===== config.mk =====
export PLATFORM = sky130hd
export DESIGN_NAME = pfg_top
export DESIGN_NICKNAME = d
export VERILOG_FILES = /design/src/rtl/pfg_pkg.sv /design/src/rtl/pfg_sync.sv /design/src/rtl/pfg_rst_timer.sv /design/src/rtl/pfg_strobe_gate.sv /design/src/rtl/pfg_top.sv
export SDC_FILE = /design/constraint.sdc
export NUM_CORES = 1
export LEC_CHECK = 0
export BUFFER_PORTS_ARGS = -buffer_cell sky130_fd_sc_hd__clkbuf_2
export CORE_MARGIN = 4
export CORE_UTILIZATION = 55
export CTS_CLUSTER_DIAMETER = 40
export DETAILED_ROUTE_END_ITERATION = 10
export GPL_TIMING_DRIVEN = 1
export HOLD_SLACK_MARGIN = 0.1
export MAX_ROUTING_LAYER = met4
export PLACE_DENSITY_LB_ADDON = 0.3
export SYNTH_ARGS = -nofsm -noshare
export SYNTH_HDL_FRONTEND = slang
export SYNTH_SLANG_ARGS = --single-unit

===== constraint.sdc =====
create_clock -name clk_i -period 4.75 [get_ports clk_i]
set_input_delay 0.95 -clock clk_i [delete_from_list [all_inputs] [get_ports clk_i]]
set_output_delay 0.95 -clock clk_i [all_outputs]
set_load 0.05 [all_outputs]

===== src/rtl/pfg_pkg.sv =====
package pfg_pkg;

  typedef enum logic [1:0] {
    TMR_HOLD  = 2'd0,
    TMR_COUNT = 2'd1,
    TMR_DONE  = 2'd2
  } tmr_state_e;

  function automatic int cnt_width(input int limit);
    return (limit < 2) ? 1 : $clog2(limit + 1);
  endfunction

endpackage


===== src/rtl/pfg_sync.sv =====
module pfg_sync #(
  parameter int STAGES = 2
) (
  input  logic clk_i,
  input  logic clr_n_i,
  output logic level_o
);
  logic [STAGES-1:0] chain_q;
  logic [STAGES-1:0] chain_d;

  always_comb begin
    chain_d = {chain_q[STAGES-2:0], 1'b1};
  end

  // Cleared at once when power-good or chip reset goes low; refills one stage per edge.
  always_ff @(posedge clk_i or negedge clr_n_i) begin
    if (!clr_n_i) chain_q <= '0;
    else          chain_q <= chain_d;
  end

  assign level_o = chain_q[STAGES-1];
endmodule


===== src/rtl/pfg_rst_timer.sv =====
module pfg_rst_timer
  import pfg_pkg::*;
#(
  parameter int DELAY_CYC = 4_000_000
) (
  input  logic clk_i,
  input  logic rst_n_i,
  input  logic stable_i,
  output logic done_o
);
  localparam int CW = cnt_width(DELAY_CYC);
  localparam logic [CW-1:0] LAST = CW'(DELAY_CYC - 1);
  localparam bit SINGLE = (DELAY_CYC == 1);

  tmr_state_e      state_q, state_d;
  logic [CW-1:0]   cnt_q, cnt_d;
  logic            cnt_en;

  always_comb begin
    state_d = state_q;
    cnt_d   = cnt_q;
    cnt_en  = 1'b0;
    case (state_q)
      TMR_HOLD: begin
        cnt_en = 1'b1;
        cnt_d  = '0;
        if (stable_i) begin
          if (SINGLE) state_d = TMR_DONE;
          else begin
            state_d = TMR_COUNT;
            cnt_d   = CW'(1);
          end
        end
      end
      TMR_COUNT: begin
        cnt_en = 1'b1;
        if (!stable_i) begin
          state_d = TMR_HOLD;
          cnt_d   = '0;
        end else if (cnt_q == LAST) begin
          state_d = TMR_DONE;
        end else begin
          cnt_d = cnt_q + CW'(1);
        end
      end
      TMR_DONE: begin
        if (!stable_i) begin
          state_d = TMR_HOLD;
          cnt_en  = 1'b1;
          cnt_d   = '0;
        end
      end
      default: begin
        state_d = TMR_HOLD;
        cnt_en  = 1'b1;
        cnt_d   = '0;
      end
    endcase
  end

  always_ff @(posedge clk_i or negedge rst_n_i) begin
    if (!rst_n_i) state_q <= TMR_HOLD;
    else          state_q <= state_d;
  end

  always_ff @(posedge clk_i or negedge rst_n_i) begin
    if (!rst_n_i)    cnt_q <= '0;
    else if (cnt_en) cnt_q <= cnt_d;
  end

  assign done_o = (state_q == TMR_DONE);
endmodule


===== src/rtl/pfg_strobe_gate.sv =====
module pfg_strobe_gate #(
  parameter int N_STROBE = 2
) (
  input  logic                allow_i,
  input  logic [N_STROBE-1:0] strobe_n_i,
  output logic [N_STROBE-1:0] strobe_n_o
);
  // One OR level per strobe: a low strobe reaches the RAM only when allowed.
  for (genvar g = 0; g < N_STROBE; g++) begin : g_gate
    assign strobe_n_o[g] = strobe_n_i[g] | ~allow_i;
  end
endmodule


===== src/rtl/pfg_top.sv =====
module pfg_top #(
  parameter int RST_DELAY_CYC = 4_000_000,
  parameter int SYNC_STAGES   = 2
) (
  input  logic clk_i,
  input  logic rst_n_i,
  input  logic pwr_ok_i,
  input  logic ram_cs_n_i,
  input  logic ram_we_n_i,
  output logic clk_en_o,
  output logic cpu_rst_n_o,
  output logic ram_cs_n_o,
  output logic ram_we_n_o
);
  localparam int N_STROBE = 2;

  logic sync_clr_n;
  logic pwr_stable;
  logic pwr_full;
  logic timer_done;
  logic [N_STROBE-1:0] strobe_in;
  logic [N_STROBE-1:0] strobe_out;

  assign sync_clr_n = rst_n_i & pwr_ok_i;

  pfg_sync #(.STAGES(SYNC_STAGES)) u_sync (
    .clk_i   (clk_i),
    .clr_n_i (sync_clr_n),
    .level_o (pwr_stable)
  );

  // Raw power-good term keeps the drop path free of any register.
  assign pwr_full = pwr_ok_i & pwr_stable;

  pfg_rst_timer #(.DELAY_CYC(RST_DELAY_CYC)) u_timer (
    .clk_i    (clk_i),
    .rst_n_i  (rst_n_i),
    .stable_i (pwr_stable),
    .done_o   (timer_done)
  );

  assign strobe_in = {ram_we_n_i, ram_cs_n_i};

  pfg_strobe_gate #(.N_STROBE(N_STROBE)) u_gate (
    .allow_i    (pwr_full),
    .strobe_n_i (strobe_in),
    .strobe_n_o (strobe_out)
  );

  assign clk_en_o    = pwr_full;
  assign cpu_rst_n_o = timer_done & pwr_full;
  assign ram_cs_n_o  = strobe_out[0];
  assign ram_we_n_o  = strobe_out[1];
endmodule


==> impl_metrics.csv <==
group,metric,value,unit
die,ios,9,
final_layout,seq_area,651,um^2
outcome,outcome,"finished, final reports clean",
routing,drt-initial-drc-count,68,
final_layout,syn_to_final_growth,5.52,%
cts,htree_levels,1,
logic_synthesis,synth-main-ff-cell,"dfrtp_1",
routing,drcViolationCount,0,
logic_synthesis,netlist_area,1500,um^2
final_layout,diodes,0,
logic_synthesis,yosysMostFrequentCell,"dfrtp_1",
routing,drtPass1Iterations,4,
placement,place_hpwl,2310,um
sta,fin_skew,0.00840,ns
power,leakage,0.000628,uW
routing,vias,1250,
setup_path,crit_type,"in -> out",
cts,hold_buffers,0,
global_routing,grt_pass1_vias,1199,
setup_path,reg2reg_depth,5,
sta,finalHoldViolCount,0,
sta,finalCritPeriodShare,54.9,%
final_layout,drive_gt1_share,14.9,%
global_routing,grt_overflow_total,0,
sta,relSlewSlack,45.6,%
sta,rsz0062_at_grt,"false",
logic_synthesis,synthTopCellsByArea,"dfrtp_1, nor2_1, nand3_1",
routing,routed_wirelength,3120,um
final_layout,nets,181,
sta,holdWs,0.373,ns
logic_synthesis,synth_top_cells_by_count,"dfrtp_1, nor2_1, nand2_1",
logic_synthesis,synth.largest_area_cell,"dfrtp_1",
setup_path,cp_max_fo,4,
sta,worst_pin_slew,0.816,ns
logic_synthesis,yosysUniqueCellTypes,47,
hold_path,hold_path.class,"reg -> reg",
logic_synthesis,synthesis.nets,173,
final_layout,fin_util,62.0,%
placement,placed_cell_area,1540,um^2
routing,wl_per_cell,15.3,um
sta,post-route-min-period,2.61,ns
die,initial_core_util,58.8,%
cts,cts_tree,"yes",
final_layout,multiInputGateArea,798,um^2
placement,portBuffers,8,
placement,dp_slack,2.16,ns
cts,insertion_delay,0.32,ns
power,power_density,230,nW/um^2
final_layout,fillers,212,
logic_synthesis,synth_seq_area_share,43.5,%
flow_run,max-cap-violations,0,
sta,fmax,383,MHz
global_routing,grt_antenna_before_repair,0,
sta,setup_viol,0,
cts,cts-resized-gates,0,
global_routing,grt_pass1_wl,5370,um
die,core_region_area,2540,um^2
cts,cts_buffers,3,
logic_synthesis,syn_inst,167,
global_routing,grt_max_degree,26,
sta,drv_slew,0,
setup_path,crit_path_start_kind,"input pin",
setup_path,critPathRequiredTime,3.80,ns
logic_synthesis,ys_warn_count,0,
die,dieArea,3620,um^2
routing,drt.antenna.violating_nets,0,
final_layout,final_cell_area,1580,um^2
die,rows,18,
logic_synthesis,synth-edff-count,0,
logic_synthesis,yosysTopAreaCellShare,43.5,%
cts,cts_root_buf,"clkbuf_4",
setup_path,cp.arrival,1.66,ns
cts,cts_sinks,26,
hold_path,holdPathStages,0,
cts,cts_setup_buffers,0,
cts,clk_pin_slew,0.14,ns
die,die_h,60.1,um
placement,gp_congestion,0.841,
die,die_w,60.1,um
logic_synthesis,ys_seq_elements,26,
sta,fin_tns_setup,0,ns
power,max-vdd-ir-drop,169,uV
routing,viasPerCell,6.13,
logic_synthesis,synthArstFlopShare,100,%
logic_synthesis,avgSynthCellArea,8.95,um^2
sta,fin_ws,2.14,ns
setup_path,crit_path_end_kind,"output pin",
global_routing,grt_usage,20.2,%
cts,cts_buffer_depth,2,
[power by group]
part / total [uW] / internal [uW] / switching, uW
clock: 111 / 46.9 / 63.6
sequential: 228 / 224 / 3.74
combinational: 24.3 / 6.91 / 17.3
total: 363 / 278 / 84.7
[state kept, by name, indices dropped and copies added, names as in the netlist]
| name | count |
|---|---|
| u_timer.state_q | 2 |
| u_timer.cnt_q | 22 |
| u_sync.chain_q | 2 |
[worst paths after layout]
| check | start | to | slack, ns |
|---|---|---|---|
| max | pwr_ok_i | ram_we_n_o | 2.14 |
| min | u_sync.chain_q[0]$_DFF_PN0_ | u_sync.chain_q[1]$_DFF_PN0_ | 0.37 |
| max reg2reg | u_timer.cnt_q[15]$_DFFE_PN0P_ | u_timer.cnt_q[6]$_DFFE_PN0P_ | 2.37 |
| min reg2reg | u_sync.chain_q[0]$_DFF_PN0_ | u_sync.chain_q[1]$_DFF_PN0_ | 0.37 |
| max in group asynchronous | rst_n_i | u_sync.chain_q[0]$_DFF_PN0_ | 3.63 |
| min in group asynchronous | pwr_ok_i | u_sync.chain_q[1]$_DFF_PN0_ | 0.50 |
[metal layers]
| metal | global-route usage (%) | vias to the layer above | share of wire, % |
|---|---|---|---|
| met3 | 3.02 | 4 | 3.1 |
| met5 | - | - | 0 |
| met2 | 31.0 | 31 | 47 |
| li1 | - | 620 | - |
| met1 | 26.8 | 595 | 49 |
| met4 | 7.91 | 0 | 0.99 |
[placed cells by master, fill, tap and decap left out, types with 2 or more instances in the layout]
cell	n
a21oi_2	2
a31oi_1	2
o21ai_1	7
or3_2	3
or3_1	3
nand4_1	3
nor3_1	5
xor2_1	4
nand2_1	14
or2_2	2
nand3b_1	3
and3_1	4
o21ai_2	2
nand2b_1	2
clkbuf_4	3
nor2_1	18
nor4_1	3
nor2b_1	2
o31ai_1	2
nand3_1	12
dfrtp_1	26
a21oi_1	10
xnor2_1	5
and4_1	3
clkbuf_2	8
or4_1	2
and2_1	2
inv_1	4
[metrics by stage]
| step | std cells | power (uW) |
|---|---|---|
| after CTS | 204 | 367 |
| after global routing | 204 | 378 |
| final | 204 | 363 |
| after global placement | 200 | 256 |
| after floorplan | 167 | 247 |
| after detailed placement | 200 | 256 |
[critical path, stage by stage]
cell      delay, ns
clkbuf_2       0.08
nand2_1        0.08
or2_2          0.30
clkbuf_2       0.24
[cell type report]
cell class / instances / area share [%]
multi-input combinational: 132 / 50.6
tap: 30 / 2.38
clock buffer: 4 / 2.30
sequential: 26 / 41.2
inverter: 4 / 0.952
timing repair buffer: 8 / 2.54
[cells by family (layout without fill, tap and decap cells)]
group	Yosys count	in the layout	share of synthesized area (%)
other cells	1	1	0.251
flops	26	26	43.5
buf+inv	9	16	3.10
simple gates	89	89	33.4
xor+xnor	9	9	5.27
compound gates	32	32	13.6
fa+ha+maj	1	1	0.837
Note: power is estimated with default switching activity, not from simulation.
